File: config.mk
export PLATFORM = sky130hd
export DESIGN_NAME = sprite_slot_alloc
export DESIGN_NICKNAME = d
export VERILOG_FILES = /design/src/rtl/spr_slot_pkg.sv /design/src/rtl/spr_dma_commit.sv /design/src/rtl/spr_slot_decode.sv /design/src/rtl/sprite_slot_alloc.sv
export SDC_FILE = /design/constraint.sdc
export NUM_CORES = 1
export LEC_CHECK = 0
export BUFFER_PORTS_ARGS = -buffer_cell sky130_fd_sc_hd__buf_2
export CAP_MARGIN = 15
export CORE_AREA = 2 2 39 41
export DETAILED_ROUTE_END_ITERATION = 7
export DIE_AREA = 0 0 41 43
export GPL_TIMING_DRIVEN = 0
export PLACE_DENSITY = 0.75
export SYNTH_ARGS = -nofsm -noshare
export SYNTH_HDL_FRONTEND = slang
export SYNTH_SLANG_ARGS = --single-unit
File: constraint.sdc
create_clock -name clk -period 1.7 [get_ports clk]
set_clock_uncertainty 0.15 [all_clocks]
set_input_delay 0 -clock clk [delete_from_list [all_inputs] [get_ports clk]]
set_output_delay 0 -clock clk [all_outputs]
set_load 0.05 [all_outputs]
File: src/rtl/spr_slot_pkg.sv
package spr_slot_pkg;

  typedef enum logic {
    WORD_FIRST  = 1'b0,
    WORD_SECOND = 1'b1
  } spr_word_e;

  // Colour clock of sprite n, word w (0 first, 1 second).
  function automatic int slot_clock(input int base, input int spacing,
                                    input int gap, input int n, input int w);
    return base + spacing * n + gap * w;
  endfunction

endpackage

File: src/rtl/spr_dma_commit.sv
// Delays the decoded sprite enable of a control write by COMMIT_DLY clocks.
module spr_dma_commit #(
  parameter int COMMIT_DLY = 3
) (
  input  logic       clk,
  input  logic       rst_n,
  input  logic       wr,
  input  logic [1:0] wdata,
  output logic       en_q
);

  logic wr_en_dec;
  logic arrive_v;
  logic arrive_d;
  logic en_d;

  assign wr_en_dec = wdata[0] & wdata[1];

  generate
    if (COMMIT_DLY <= 1) begin : g_direct
      assign arrive_v = wr;
      assign arrive_d = wr_en_dec;
    end else begin : g_pipe
      localparam int PIPE_N = COMMIT_DLY - 1;
      logic [PIPE_N-1:0] pv_q, pv_d;
      logic [PIPE_N-1:0] pd_q, pd_d;

      always_comb begin
        pv_d[0] = wr;
        pd_d[0] = wr_en_dec;
        for (int k = 1; k < PIPE_N; k++) begin
          pv_d[k] = pv_q[k-1];
          pd_d[k] = pd_q[k-1];
        end
      end

      always_ff @(posedge clk or negedge rst_n) begin
        if (!rst_n) begin
          pv_q <= '0;
          pd_q <= '0;
        end else begin
          pv_q <= pv_d;
          pd_q <= pd_d;
        end
      end

      assign arrive_v = pv_q[PIPE_N-1];
      assign arrive_d = pd_q[PIPE_N-1];
    end
  endgenerate

  always_comb begin
    en_d = en_q;
    if (arrive_v) en_d = arrive_d;
  end

  always_ff @(posedge clk or negedge rst_n) begin
    if (!rst_n) en_q <= 1'b0;
    else        en_q <= en_d;
  end

endmodule

File: src/rtl/spr_slot_decode.sv
// Maps the horizontal position to a sprite slot, if any.
module spr_slot_decode
  import spr_slot_pkg::*;
#(
  parameter int NUM_SPR   = 8,
  parameter int HPOS_W    = 9,
  parameter int IDX_W     = 3,
  parameter int BASE_SLOT = 21,
  parameter int SPACING   = 4,
  parameter int PAIR_GAP  = 2
) (
  input  logic [HPOS_W-1:0] hpos,
  output logic              hit,
  output logic [IDX_W-1:0]  idx,
  output spr_word_e         word
);

  logic [NUM_SPR-1:0] hit_a;
  logic [NUM_SPR-1:0] hit_b;

  for (genvar n = 0; n < NUM_SPR; n++) begin : g_spr
    localparam logic [HPOS_W-1:0] SLOT_A =
      HPOS_W'(slot_clock(BASE_SLOT, SPACING, PAIR_GAP, n, 0));
    localparam logic [HPOS_W-1:0] SLOT_B =
      HPOS_W'(slot_clock(BASE_SLOT, SPACING, PAIR_GAP, n, 1));
    assign hit_a[n] = (hpos == SLOT_A);
    assign hit_b[n] = (hpos == SLOT_B);
  end

  always_comb begin
    hit  = 1'b0;
    idx  = '0;
    word = WORD_FIRST;
    for (int n = 0; n < NUM_SPR; n++) begin
      if (hit_a[n]) begin
        hit  = 1'b1;
        idx  = IDX_W'(n);
        word = WORD_FIRST;
      end
      if (hit_b[n]) begin
        hit  = 1'b1;
        idx  = IDX_W'(n);
        word = WORD_SECOND;
      end
    end
  end

endmodule

File: src/rtl/sprite_slot_alloc.sv
module sprite_slot_alloc
  import spr_slot_pkg::*;
#(
  parameter int NUM_SPR    = 8,
  parameter int HPOS_W     = 9,
  parameter int BASE_SLOT  = 21,
  parameter int SPACING    = 4,
  parameter int PAIR_GAP   = 2,
  parameter int COMMIT_DLY = 3,
  localparam int IDX_W     = (NUM_SPR > 1) ? $clog2(NUM_SPR) : 1
) (
  input  logic              clk,
  input  logic              rst_n,
  input  logic [HPOS_W-1:0] hpos,
  input  logic              ctl_wr,
  input  logic [1:0]        ctl_wdata,
  input  logic [NUM_SPR-1:0] spr_active,
  output logic              grant,
  output logic [IDX_W-1:0]  grant_idx,
  output logic              grant_word,
  output logic              capture,
  output logic              slot_busy
);

  logic      en_q;
  logic      slot_hit;
  logic [IDX_W-1:0] slot_idx;
  spr_word_e slot_word;
  logic      grant_c;

  spr_dma_commit #(
    .COMMIT_DLY (COMMIT_DLY)
  ) u_commit (
    .clk   (clk),
    .rst_n (rst_n),
    .wr    (ctl_wr),
    .wdata (ctl_wdata),
    .en_q  (en_q)
  );

  spr_slot_decode #(
    .NUM_SPR   (NUM_SPR),
    .HPOS_W    (HPOS_W),
    .IDX_W     (IDX_W),
    .BASE_SLOT (BASE_SLOT),
    .SPACING   (SPACING),
    .PAIR_GAP  (PAIR_GAP)
  ) u_decode (
    .hpos (hpos),
    .hit  (slot_hit),
    .idx  (slot_idx),
    .word (slot_word)
  );

  always_comb begin
    grant_c    = slot_hit & en_q & spr_active[slot_idx];
    grant      = grant_c;
    grant_idx  = grant_c ? slot_idx : '0;
    grant_word = grant_c & (slot_word == WORD_SECOND);
    capture    = grant_c & (slot_word == WORD_FIRST);
    slot_busy  = grant_c;
  end

endmodule

* Word-level counts from Yosys, hierarchy flattened *
Index checks and enable logic that the tools add are counted.

word-level totals
  output and inout port bits = 7
  input port bits = 22
  memory bits (read-only) = 0
  bits in registers = 5
  word-level logic and storage cells = 74
  latch bits = 0
  memories kept = 0
  RAM bits = 0

operators by class
  order comparisons = 1
  reductions and logical operators = 0
  multiply operators = 0
  eq/ne operators = 16
  multiplexer cells = 48
  add/subtract/negate cells = 0
  shift operators = 0
  div/mod/pow operators = 0
  bitwise gates (word level) = 6

operator list
  cell                count
  $eq 9x6->1 const B  10
  $eq 9x5->1 const B  6
  $mux 1              34
  $mux 3              9
  $mux 2              4
  $and 1x1->1         5
  $lt 3x4->1 const B  1
  $bmux 1 s3          1
  $not 1->1           1

* Depth between registers and ports, before layout *
  word-level depth = 20
  depth in mapped cells = 8
  depth with buffers taken out = 5

* Modules after synthesis *
From an unflattened synthesis, not the netlist that was laid out.

second synthesis, totals
  cells, all modules = 42
  area total of the unflattened synthesis = 419.2 µm²

modules (own cells, without submodules)
  module             cells an instance  instances  area each (µm²)  sequential area each (µm²)
  sprite_slot_alloc  20                 1          172.7            0.0
  spr_dma_commit     7                  1          146.4            125.1
  spr_slot_decode    15                 1          100.1            0.0

* Least setup slack after synthesis *
Ideal clock, no wire load.

  path kind = input to output
  start = input hpos[2]
  end = output grant_word
  setup slack = -0.409 ns
  path buffers = 1
  arrival = 1.959 ns
  required time = 1.550 ns
  cell stages on the path = 6
  cells stage by stage = buf_4 -> nor2_1 -> xor2_1 -> nor4_4 -> a22oi_2 -> nor3_1

between the ends
  longest elaborated chain between the ends = 20
  elaborated cells between the ends (all ways) = 66
  classes of those cells = eq/ne (16); mux (47); bitwise (3)

ends and longest elaborated chain
  what                                                                 RTL line                 RTL
  from (decl)                                                          sprite_slot_alloc.sv:14  input logic [HPOS_W-1:0] hpos,
  parallel branches: the longest is 19 deep, another holds $eq 9x5->1  --
  $and 1x1->1 (*)                                                      sprite_slot_alloc.sv:59  grant_word = grant_c & (slot_word == WORD_SECOND);
  to (decl)                                                            sprite_slot_alloc.sv:20  output logic grant_word,

Mark *: on every way between the ends. The select of a mux whose other input is x is not followed.

* Final worst setup path *
  start = register u_commit.en_q
  end = output grant_word

between the ends
  longest elaborated chain between the ends = 3

ends and longest elaborated chain
  what                       RTL line                 RTL
  from (decl)                spr_dma_commit.sv:9      output logic en_q
  from (signal assigned)     spr_dma_commit.sv:59     else en_q <= en_d;
  $and 1x1->1 (2 in series)  sprite_slot_alloc.sv:56  grant_c = slot_hit & en_q & spr_active[slot_idx];
  $and 1x1->1                sprite_slot_alloc.sv:59

Every way passes these cells.

==> reports/metrics.yaml <==
setup_path:
  ff2ff_setup_slack_ps: 780
  path_cells: "nand2_2 -> nor4_4 -> a22oi_2 -> nor3_2 -> buf_6"
  path_depth: 5
  slowest_stage: "dfrtp_1"
  crit_path_end_kind: "output pin"
  cp_max_fo: 5
  crit_buf_inv: 1
  critPathTopFamily: "simple AND/OR/NAND/NOR gates"
  required_ps: 1550
  r2r_start: "u_commit.g_pipe.pv_q[1]"
  cpPeakStageDelay_ps: 360
  r2r-end: "u_commit.en_q"
  rr_worst_depth: 1
  path_class: "flop to output pin"
  arrival_ps: 1530
  crit_path_start_kind: "flop"
power:
  p_leak_nw: 0.404
  max-vdd-ir-drop_mv: 0.396
  powerDensity_nw_per_um2: 458
outcome:
  status: "complete, no violations"
route:
  vias: 576
  drt_pass1_iterations: 3
  ant_nets: 0
  wl_per_cell_um: 11.7
  via_per_inst: 4.97
  first_iter_violations: 5
  routed_wl_um: 1360
  drc: 0
placed_design:
  gp_congestion: 0.676
  placed_cell_area_um2: 684
  portBuffers: 27
  dpl.cell_count: 103
  hpwl_um: 874
clock_tree:
  clkLatencyLatePin_ps: 240
  cts_tree: "built"
  h-tree-depth: 1
  clkTransAtPathRegs_ps: 40
  root_buffer: "clkbuf_4"
  numCtsBuffers: 3
  cts.sinks: 5
  cts_buffer_depth: 2
synth:
  synth_cell_types: 33
  syn_inst: 60
  ys_ff_latch: 5
  ys_warn_count: 0
  yosysSeqAreaShare_pct: 23.6
  netlist_area_um2: 529
  synth_flop_cell: "dfrtp_1"
  syn_area_per_cell_um2: 8.82
  synth_nets: 82
  synth_edf_count: 0
  async_flop_share_pct: 100
floorplan:
  placementRows: 14
  initial_core_util_pct: 38.2
  fp.dieH_um: 43
  die-area_um2: 1760
  io_pins: 29
  coreArea_um2: 1380
  die-width_um: 41
worst_hold_path:
  min_to: "u_commit.g_pipe.pd_q[1]"
  hold_path_class: "flop to flop"
  hold_depth: 0
  hp-start: "u_commit.g_pipe.pd_q[0]"
cells_and_area:
  drive_gt1_share_pct: 50.0
  seq_area_um2: 125
  fin_nets: 123
  fin_cells: 116
  areaGrowthSynthToFinish_pct: 61.9
  num-fill-cells: 126
  stdcell_area_um2: 857
  final_util_pct: 61.9
  num_antenna_cells: 0
  multiInputGateArea_um2: 365
timing:
  drv_slew: 0
  grt_setup_unrepaired: "true"
  fin_crit_sh_pct: 98.7
  tightest_slew_ps: 355
  fmax_ghz: 0.596
  setup_violations: 0
  fin_crit_ps: 1680
  maxSlewHeadroom_pct: 76.3
  final_hold_viol_count: 0
grt:
  antenna_found_initial: 0
  grt.overflow.total: 0
  grt_pass1_wl_um: 1970
  grt_max_degree: 11
  grt_pass1_vias: 516
  grt_usage_pct: 16.1
run:
  maxCapViolations: 0
==> metrics by stage <==
stage	hold slack, ps	power (mW)	setup TNS (ps)	worst slack [ps]
floorplan	-446	0.196	-811	-409
global placement	-336	0.233	-41.0	-41.0
detailed placement	-335	0.235	-107	-62.1
CTS	200	0.387	0	17.0
global route	208	0.424	-109	-39.7
finish	195	0.392	0	22.3
==> logic make-up (layout without fill, tap and decap cells) <==
group           count (synthesis)  after routing  synth area share, %
buf+inv                         7             47                 10.6
mux                             2              2                 4.02
xor+xnor                        2              2                 3.31
compound gates                 17             17                 22.2
simple gates                   27             27                 36.2
flops                           5              5                 23.6
==> layout by cell type (no fill, tap or decap), drive strengths merged, types with 2 or more instances in the layout <==
cell	n
nor3	2
clkbuf	4
nand3b	4
a31oi	2
nand2	4
a21oi	3
nor2	6
dfrtp	5
and2	2
xor2	2
dlygate4sd3	5
buf	37
o21ai	4
==> Yosys cell counts (all sizes together), types with 2 or more instances <==
master  number  area [um2]
nor3         2        10.0
and2         2        12.5
a21oi        3        15.0
a31oi        2        12.5
xor2         2        17.5
o21ai        4        20.0
nor2         6        22.5
dfrtp        5         125
nand2        4        17.5
nand3b       4        30.0
buf          6        52.6
==> per-layer routing <==
metal	global-route usage (%)	part of all wire, %
met5	0	0
met4	8.00	0
met3	1.57	3.0
met2	28.4	58
met1	17.5	39
==> power breakdown <==
group	internal (mW)	switching, mW	total [mW]
registers	0.126	0.00282	0.129
logic	0.0713	0.0597	0.131
clock network	0.0884	0.0437	0.132
total	0.286	0.106	0.392
==> what timing repair did <==
action / in CTS / in global routing
endpoints found under the setup margin: 3 / 6
hold endpoints to repair: 7 / 0
hold buffers: 5 / 0
buffers inserted: 0 / 4
resized for setup: 9 / 13
pin swaps: 4 / 4
==> cell type report <==
class / count / share of cell area [%]
multi-input cells: 48 / 42.6
repair buffers: 36 / 29.5
flip-flops and latches: 5 / 14.6
plain buffers: 6 / 7.45
clock buffers: 4 / 3.07
well taps: 16 / 2.34
inverters: 1 / 0.438
==> registers in the layout (all words and copies together), names as in the netlist <==
name                  flops
u_commit.en_q             1
u_commit.g_pipe.pd_q      2
u_commit.g_pipe.pv_q      2
==> worst max path at each step <==
stage / startpoint / to / slack [ps]
2_1_floorplan: hpos[2] / grant_word / -410
3_3_place_gp: hpos[5] / slot_busy / -40
4_1_cts: u_commit.en_q / grant_idx[1] / 20
5_1_grt: u_commit.en_q / grant_word / -40
3_5_place_dp: hpos[5] / slot_busy / -60
6_report: u_commit.en_q / grant_word / 20
Note: power is estimated with default switching activity, not from simulation.
